## config.mk

```make
export PLATFORM = sky130hd
export DESIGN_NAME = instr_cycle_ctrl
export DESIGN_NICKNAME = d
export VERILOG_FILES = /design/src/rtl/hwc_pkg.sv /design/src/rtl/hwc_seq.sv /design/src/rtl/hwc_dpath.sv /design/src/rtl/instr_cycle_ctrl.sv
export SDC_FILE = /design/constraint.sdc
export NUM_CORES = 1
export LEC_CHECK = 0
export ABC_AREA = 1
export ABC_CLOCK_PERIOD_IN_PS = 5700
export BUFFER_PORTS_ARGS = -buffer_cell sky130_fd_sc_hd__buf_2
export CORE_ASPECT_RATIO = 1.25
export CORE_MARGIN = 2
export CORE_UTILIZATION = 25
export CTS_CLUSTER_DIAMETER = 80
export CTS_CLUSTER_SIZE = 28
export DETAILED_ROUTE_END_ITERATION = 7
export PLACE_DENSITY = 0.49
export SLEW_MARGIN = 30
export SYNTH_ARGS = -nofsm -noshare
export SYNTH_HDL_FRONTEND = slang
export SYNTH_HIERARCHICAL = 1
export SYNTH_SLANG_ARGS = --single-unit
```

## constraint.sdc

```tcl
create_clock -name clk_i -period 5.7 [get_ports clk_i]
set_input_delay 1.14 -clock clk_i [delete_from_list [all_inputs] [get_ports clk_i]]
set_output_delay 1.14 -clock clk_i [all_outputs]
set_load 0.01 [all_outputs]
```

## src/rtl/hwc_pkg.sv

```systemverilog
package hwc_pkg;
  timeunit 1ns; timeprecision 1ps;

  typedef enum logic [2:0] {PH_FETCH, PH_INDIR, PH_EXEC, PH_INTR, PH_HALT} phase_e;

  localparam int unsigned OPW = 3;
  localparam logic [OPW-1:0] OP_ADD  = 3'd0;
  localparam logic [OPW-1:0] OP_ISZ  = 3'd1;
  localparam logic [OPW-1:0] OP_BSA  = 3'd2;
  localparam logic [OPW-1:0] OP_ION  = 3'd3;
  localparam logic [OPW-1:0] OP_HALT = 3'd7;

  typedef enum logic [1:0] {MAR_KEEP, MAR_PC, MAR_IR, MAR_SAVE} mar_src_e;
  typedef enum logic [1:0] {MBR_KEEP, MBR_MEM, MBR_PC, MBR_SUM} mbr_src_e;
  typedef enum logic [2:0] {PC_KEEP, PC_SUM, PC_IR, PC_VEC, PC_SUM_Z} pc_src_e;
  typedef enum logic [1:0] {IR_KEEP, IR_WORD, IR_ADDR} ir_src_e;
  typedef enum logic [1:0] {ADD_PC1, ADD_MBR1, ADD_ACC_MBR} add_src_e;

  typedef struct packed {
    mar_src_e mar;
    mbr_src_e mbr;
    pc_src_e  pc;
    ir_src_e  ir;
    add_src_e add;
    logic     acc_ld;
    logic     rd;
    logic     wr;
    logic     ie_set;
    logic     ie_clr;
  } uop_t;

  function automatic logic uses_operand(input logic [OPW-1:0] op);
    return (op == OP_ADD) || (op == OP_ISZ) || (op == OP_BSA);
  endfunction
endpackage

```

## src/rtl/hwc_seq.sv

```systemverilog
module hwc_seq
  import hwc_pkg::*;
#(
  parameter int unsigned STW = 2
) (
  input  logic           clk_i,
  input  logic           rst_ni,
  input  logic           irq_i,
  input  logic [OPW-1:0] new_op_i,
  input  logic           new_ind_i,
  input  logic [OPW-1:0] op_i,
  input  logic           ind_i,
  output uop_t           uop_o,
  output phase_e         phase_o,
  output logic [STW-1:0] step_o,
  output logic           ie_o
);
  phase_e         phase_q, phase_d;
  logic [STW-1:0] step_q, step_d;
  logic           ie_q, ie_d;
  logic           last;

  always_comb begin
    uop_o   = '0;
    last    = 1'b0;
    phase_d = phase_q;
    step_d  = step_q + 1'b1;
    unique case (phase_q)
      PH_FETCH: begin
        unique case (step_q)
          2'd0: uop_o.mar = MAR_PC;
          2'd1: begin
            uop_o.mbr = MBR_MEM;
            uop_o.rd  = 1'b1;
            uop_o.pc  = PC_SUM;
            uop_o.add = ADD_PC1;
          end
          default: begin
            uop_o.ir = IR_WORD;
            step_d   = '0;
            phase_d  = (new_ind_i && uses_operand(new_op_i)) ? PH_INDIR : PH_EXEC;
          end
        endcase
      end
      PH_INDIR: begin
        unique case (step_q)
          2'd0: uop_o.mar = MAR_IR;
          2'd1: begin
            uop_o.mbr = MBR_MEM;
            uop_o.rd  = 1'b1;
          end
          default: begin
            uop_o.ir = IR_ADDR;
            step_d   = '0;
            phase_d  = PH_EXEC;
          end
        endcase
      end
      PH_EXEC: begin
        if (uses_operand(op_i)) begin
          unique case (step_q)
            2'd0: begin
              uop_o.mar = MAR_IR;
              if (op_i == OP_BSA) uop_o.mbr = MBR_PC;
            end
            2'd1: begin
              if (op_i == OP_BSA) begin
                uop_o.pc = PC_IR;
                uop_o.wr = 1'b1;
              end else begin
                uop_o.mbr = MBR_MEM;
                uop_o.rd  = 1'b1;
              end
            end
            2'd2: begin
              if (op_i == OP_ADD) begin
                uop_o.add    = ADD_ACC_MBR;
                uop_o.acc_ld = 1'b1;
                last         = 1'b1;
              end else if (op_i == OP_ISZ) begin
                uop_o.add = ADD_MBR1;
                uop_o.mbr = MBR_SUM;
              end else begin
                uop_o.add = ADD_PC1;
                uop_o.pc  = PC_SUM;
                last      = 1'b1;
              end
            end
            default: begin
              uop_o.wr  = 1'b1;
              uop_o.add = ADD_PC1;
              uop_o.pc  = PC_SUM_Z;
              last      = 1'b1;
            end
          endcase
        end else if (op_i == OP_HALT) begin
          phase_d = PH_HALT;
          step_d  = '0;
        end else begin
          uop_o.ie_set = (op_i == OP_ION);
          last         = 1'b1;
        end
        if (last) begin
          step_d  = '0;
          phase_d = (irq_i && (ie_q || uop_o.ie_set)) ? PH_INTR : PH_FETCH;
        end
      end
      PH_INTR: begin
        unique case (step_q)
          2'd0: uop_o.mbr = MBR_PC;
          2'd1: begin
            uop_o.mar    = MAR_SAVE;
            uop_o.pc     = PC_VEC;
            uop_o.ie_clr = 1'b1;
          end
          default: begin
            uop_o.wr = 1'b1;
            step_d   = '0;
            phase_d  = PH_FETCH;
          end
        endcase
      end
      default: step_d = '0;
    endcase
  end

  always_comb begin
    ie_d = ie_q;
    if (uop_o.ie_set) ie_d = 1'b1;
    if (uop_o.ie_clr) ie_d = 1'b0;
  end

  always_ff @(posedge clk_i or negedge rst_ni) begin
    if (!rst_ni) begin
      phase_q <= PH_FETCH;
      step_q  <= '0;
      ie_q    <= 1'b1;
    end else begin
      phase_q <= phase_d;
      step_q  <= step_d;
      ie_q    <= ie_d;
    end
  end

  assign phase_o = phase_q;
  assign step_o  = step_q;
  assign ie_o    = ie_q;


  rd_wr_excl_chk: assert property (@(posedge clk_i) disable iff (!rst_ni)
    !(uop_o.rd && uop_o.wr));


  ind_clear_chk: assert property (@(posedge clk_i) disable iff (!rst_ni)
    (phase_q == PH_EXEC && uses_operand(op_i)) |-> !ind_i);
endmodule

```

## src/rtl/hwc_dpath.sv

```systemverilog
module hwc_dpath
  import hwc_pkg::*;
#(
  parameter int unsigned DW        = 16,
  parameter int unsigned AW        = 12,
  parameter int unsigned SAVE_ADDR = 0,
  parameter int unsigned VEC_ADDR  = 1
) (
  input  logic           clk_i,
  input  logic           rst_ni,
  input  uop_t           uop_i,
  input  logic [DW-1:0]  mem_rdata_i,
  output logic [AW-1:0]  mem_addr_o,
  output logic [DW-1:0]  mem_wdata_o,
  output logic [AW-1:0]  pc_o,
  output logic [DW-1:0]  acc_o,
  output logic [OPW-1:0] ir_op_o,
  output logic           ir_ind_o,
  output logic [OPW-1:0] mbr_op_o,
  output logic           mbr_ind_o
);
  localparam int unsigned OP_HI = DW - 2;
  localparam int unsigned OP_LO = DW - 1 - OPW;

  logic [AW-1:0] pc_q, mar_q;
  logic [DW-1:0] mbr_q, ir_q, acc_q;
  logic [DW-1:0] add_a, add_b, sum;

  // the one shared adder
  always_comb begin
    unique case (uop_i.add)
      ADD_MBR1: begin add_a = mbr_q; add_b = DW'(1); end
      ADD_ACC_MBR: begin add_a = acc_q; add_b = mbr_q; end
      default: begin add_a = DW'(pc_q); add_b = DW'(1); end
    endcase
    sum = add_a + add_b;
  end

  always_ff @(posedge clk_i or negedge rst_ni) begin
    if (!rst_ni) begin
      pc_q  <= '0;
      mar_q <= '0;
      mbr_q <= '0;
      ir_q  <= '0;
      acc_q <= '0;
    end else begin
      unique case (uop_i.mar)
        MAR_PC:   mar_q <= pc_q;
        MAR_IR:   mar_q <= ir_q[AW-1:0];
        MAR_SAVE: mar_q <= AW'(SAVE_ADDR);
        default:  ;
      endcase
      unique case (uop_i.mbr)
        MBR_MEM: mbr_q <= mem_rdata_i;
        MBR_PC:  mbr_q <= DW'(pc_q);
        MBR_SUM: mbr_q <= sum;
        default: ;
      endcase
      unique case (uop_i.pc)
        PC_SUM:   pc_q <= sum[AW-1:0];
        PC_IR:    pc_q <= ir_q[AW-1:0];
        PC_VEC:   pc_q <= AW'(VEC_ADDR);
        PC_SUM_Z: if (mbr_q == '0) pc_q <= sum[AW-1:0];
        default:  ;
      endcase
      unique case (uop_i.ir)
        IR_WORD: ir_q <= mbr_q;
        IR_ADDR: ir_q <= {1'b0, ir_q[DW-2:AW], mbr_q[AW-1:0]};
        default: ;
      endcase
      if (uop_i.acc_ld) acc_q <= sum;
    end
  end

  assign mem_addr_o  = mar_q;
  assign mem_wdata_o = mbr_q;
  assign pc_o        = pc_q;
  assign acc_o       = acc_q;
  assign ir_op_o     = ir_q[OP_HI:OP_LO];
  assign ir_ind_o    = ir_q[DW-1];
  assign mbr_op_o    = mbr_q[OP_HI:OP_LO];
  assign mbr_ind_o   = mbr_q[DW-1];


  skip_zero_chk: assert property (@(posedge clk_i) disable iff (!rst_ni)
    (uop_i.pc == PC_SUM_Z && mbr_q != '0) |=> pc_q == $past(pc_q));
endmodule

```

## src/rtl/instr_cycle_ctrl.sv

```systemverilog
module instr_cycle_ctrl
  import hwc_pkg::*;
#(
  parameter int unsigned DW        = 16,
  parameter int unsigned AW        = 12,
  parameter int unsigned SAVE_ADDR = 0,
  parameter int unsigned VEC_ADDR  = 1
) (
  input  logic          clk_i,
  input  logic          rst_ni,
  input  logic          irq_i,
  input  logic [DW-1:0] mem_rdata_i,
  output logic [AW-1:0] mem_addr_o,
  output logic [DW-1:0] mem_wdata_o,
  output logic          mem_rd_o,
  output logic          mem_wr_o,
  output logic [AW-1:0] pc_o,
  output logic [DW-1:0] acc_o,
  output logic          halt_o,
  output logic          int_en_o
);
  localparam int unsigned STW = 2;

  uop_t           uop;
  phase_e         phase;
  logic [STW-1:0] step;
  logic [OPW-1:0] ir_op, mbr_op;
  logic           ir_ind, mbr_ind;

  hwc_seq #(.STW(STW)) u_seq (
    .clk_i     (clk_i),
    .rst_ni    (rst_ni),
    .irq_i     (irq_i),
    .new_op_i  (mbr_op),
    .new_ind_i (mbr_ind),
    .op_i      (ir_op),
    .ind_i     (ir_ind),
    .uop_o     (uop),
    .phase_o   (phase),
    .step_o    (step),
    .ie_o      (int_en_o)
  );

  hwc_dpath #(.DW(DW), .AW(AW), .SAVE_ADDR(SAVE_ADDR), .VEC_ADDR(VEC_ADDR)) u_dpath (
    .clk_i       (clk_i),
    .rst_ni      (rst_ni),
    .uop_i       (uop),
    .mem_rdata_i (mem_rdata_i),
    .mem_addr_o  (mem_addr_o),
    .mem_wdata_o (mem_wdata_o),
    .pc_o        (pc_o),
    .acc_o       (acc_o),
    .ir_op_o     (ir_op),
    .ir_ind_o    (ir_ind),
    .mbr_op_o    (mbr_op),
    .mbr_ind_o   (mbr_ind)
  );

  assign mem_rd_o = uop.rd;
  assign mem_wr_o = uop.wr;
  assign halt_o   = (phase == PH_HALT);


  fetch_rd_chk: assert property (@(posedge clk_i) disable iff (!rst_ni)
    (phase == PH_FETCH && step == 2'd2) |-> $past(mem_rd_o));


  halt_hold_chk: assert property (@(posedge clk_i) disable iff (!rst_ni)
    halt_o |=> (halt_o && $stable(pc_o) && !mem_rd_o && !mem_wr_o));


  intr_save_chk: assert property (@(posedge clk_i) disable iff (!rst_ni)
    (phase == PH_INTR && step == 2'd2) |-> (mem_wr_o && mem_addr_o == AW'(SAVE_ADDR)));


  intr_en_chk: assert property (@(posedge clk_i) disable iff (!rst_ni)
    (phase == PH_INTR && step == 2'd0) |-> int_en_o);
endmodule

```

==> metrics list <==
* Result of the run: finished clean
- Net total in the final layout: 892
* Final count of hold timing violations: 0
- Overall power consumption: 0.00314 W
* Site row count: 60
- Once the floorplan was initialized, standard cells occupied 25.4% of the core.
* Critical path endpoint category: flop
- Using the TritonRoute via totals, the vias-per-cell ratio works out to 4.64.
- Antenna fix cells: 0
- Final period util: 73.7%
- Number of maximum-capacitance constraint violations: 0
* Latest clock arrival within the worst-skew pair: 350 ps
- Global routing used 2.06% of the available met3 tracks.
* Number of pins exceeding their max-slew limit in the final report: 0
- Critical Path RT: 5980 ps
- Pwr per Cell Area: 490 mW/mm^2
* Layout fillers: 2382
* Combined area of all synthesized cells: 0.00548 sq mm
* Worst path setup slack after routing: 1500 ps
- The path class of the tightest hold or removal check is flop to flop.
* Minimum setup slack after placement: 1520 ps
- Net count of the mapped netlist: 828
- Transition time at the pin with the least slew margin: 823 ps
* Die width: 136 microns
* Final critical path time including I/O delays and setup: 4200 ps
* Synthesized instance count: 783
- Unrepaired setup endpoints after global routing: no
* Number of clock buffers inserted by TritonCTS: 9
- After clock tree synthesis, the repair step resized 0 gates.
- The cell sitting at the root of the clock tree is a clkbuf_16.
* Post-CTS Repair Setup Buffers: 0
* Post-DP HPWL: 14400 microns
- The region available for standard cell placement spans 0.0215 sq mm.
- STA classifies the critical path startpoint as a flop.
- Fmax: 0.238 GHz
- Antenna violations before repair: 0
- Placer congestion estimate: 0.892
- For this run, global-route usage on met2 was measured as 26.4%.
* Height of the die: 170 microns
- Post-detailed-route count of antenna-violating nets: 0
- Final cell utilization of the core: 29.7%
- Headroom to the max-slew limit came out at 44.9%.
- The setup path with the least slack is of type flop to flop.
- The total overflow left after global routing is 0.
- After detailed routing, the number of remaining DRC violations is 0.
- VDD IR max: 0.000171 V
- Setup violations remaining at the end of the flow were counted as 0.
- Layout cells sized above 1: 17.4%
* Most Used Layer, Global Route: met2
* Worst Skew: 10.2 ps
- From synthesis to final layout, the design area changed by 16.9%.
- The final layout contains routed wiring with a total length of 18200 microns.
- Iteration-0 DRC count of the detailed router: 384
- Max H-tree Level: 3
- In the global route stage, overall resource usage came out at 16.0%.
- Number of hold-repair buffers added at the cts stage: 0
- Global-route wire length before repair: 28100 microns
* Met1 Usage GRT: 21.1%
- The via count of the first global-routing pass was 5052.
- CTS sink count: 77
* Port buffer count: 78
- Clock tree from TritonCTS: done
* Clock transition at the registers of the reported paths: 60 ps
- IO Count: 79
* Reported leakage power: 3.37 nW
- The clock passes through at most 2 buffers.
* Maximum fanout along the worst path: 22
- The first TritonRoute pass finished after 5 iterations.
- Via count: 5250
- Fin Setup TNS: 0 ps
- During synthesis, Yosys emitted a total of 6 warnings.
- Arrival time worst endpoint: 4480 ps
* Die footprint: 0.0231 sq mm
- Largest net degree at the start of global routing: 60
- The average instance in the mapped netlist occupies 7.00 sq um.
* Routed wire length per instance: 16.1 microns
==> placed cells by master (no fill, tap or decap), drive strengths merged, types with 2 or more instances in the layout <==
cell,count
nand3b,3
nand4,8
a21boi,3
nor3,4
nand2,250
dfrtp,76
nor2,59
nor4,2
and2,4
o22ai,6
o21ai,33
clkbuf,9
clkinvlp,2
xor2,2
o211ai,2
nand3,48
or2,2
ha,25
inv,145
a221oi,11
a21oi,32
a22oi,16
buf,84
o221ai,13
a31oi,4
==> metal layers <==
layer | share of wire, % | wire length, microns
met1 | 44 | 8090
met2 | 47 | 8560
met3 | 5.2 | 947
met4 | 3.5 | 629
met5 | 0 | 0
==> report_power, final <==
part           switching [W]  total (W)  internal [W]
Sequential          0.000266    0.00105      0.000780
Clock               0.000256   0.000601      0.000345
Combinational       0.000967    0.00149      0.000525
Total                0.00149    0.00314       0.00165
==> final timing paths <==
check	from	endpoint	slack, ps	cells past startpoint
max	u_seq/step_o[0]$_DFF_PN0_	u_dpath/pc_o[10]$_DFFE_PN0P_	1500	20
min	u_dpath/acc_o[14]$_DFFE_PN0P_	u_dpath/acc_o[14]$_DFFE_PN0P_	500	2
max reg2reg	u_seq/step_o[0]$_DFF_PN0_	u_dpath/pc_o[10]$_DFFE_PN0P_	1500	20
min reg2reg	u_dpath/acc_o[14]$_DFFE_PN0P_	u_dpath/acc_o[14]$_DFFE_PN0P_	500	2
max in group asynchronous	rst_ni	u_seq/step_o[1]$_DFF_PN0_	3950	2
min in group asynchronous	rst_ni	u_dpath/acc_o[10]$_DFFE_PN0P_	680	1
==> registers in the layout, summed over array words and instances, names as in the netlist <==
register / cells
u_dpath/acc_o: 16
u_dpath/mem_wdata_o: 16
u_dpath/ir_q: 15
u_dpath/mem_addr_o: 12
u_dpath/pc_o: 12
u_seq/phase_o: 3
u_seq/step_o: 2
u_seq/ie_o: 1
==> through the flow <==
step	hold slack, ps	instances	instance area (sq um)
after global placement	490	1115	6100
final	501	1131	6410
after detailed placement	493	1115	6100
after floorplan	472	783	5480
after global routing	529	1131	6410
after CTS	508	1131	6410
==> critical path: stages, from the launching register on <==
cell and delay [ps]:
dfrtp_1 420, inv_1 120, ha_1 220, inv_1 90
nor4_2 240, buf_4 310, ha_1 690, inv_1 280
o21ai_0 230, inv_1 60, ha_1 240, fa_1 410
nand2_1 90, nand2_1 80, nand3_2 80, nand2_2 60
nand2_1 100, nand2_1 60, nand2_1 100, nand3_1 100
a21oi_2 130
==> final cells by class <==
class                           instances  area, sq um  share of cell area (%)
Multi-Input combinational cell        533         2850                    44.5
Inverter                              142          533                    8.32
Clock inverter                          7         80.1                    1.25
Sequential cell                        77         1930                    30.1
Clock buffer                            9          225                    3.51
Timing Repair Buffer                   84          438                    6.83
Tap cell                              279          349                    5.45
(Power assumes the default switching activity.)
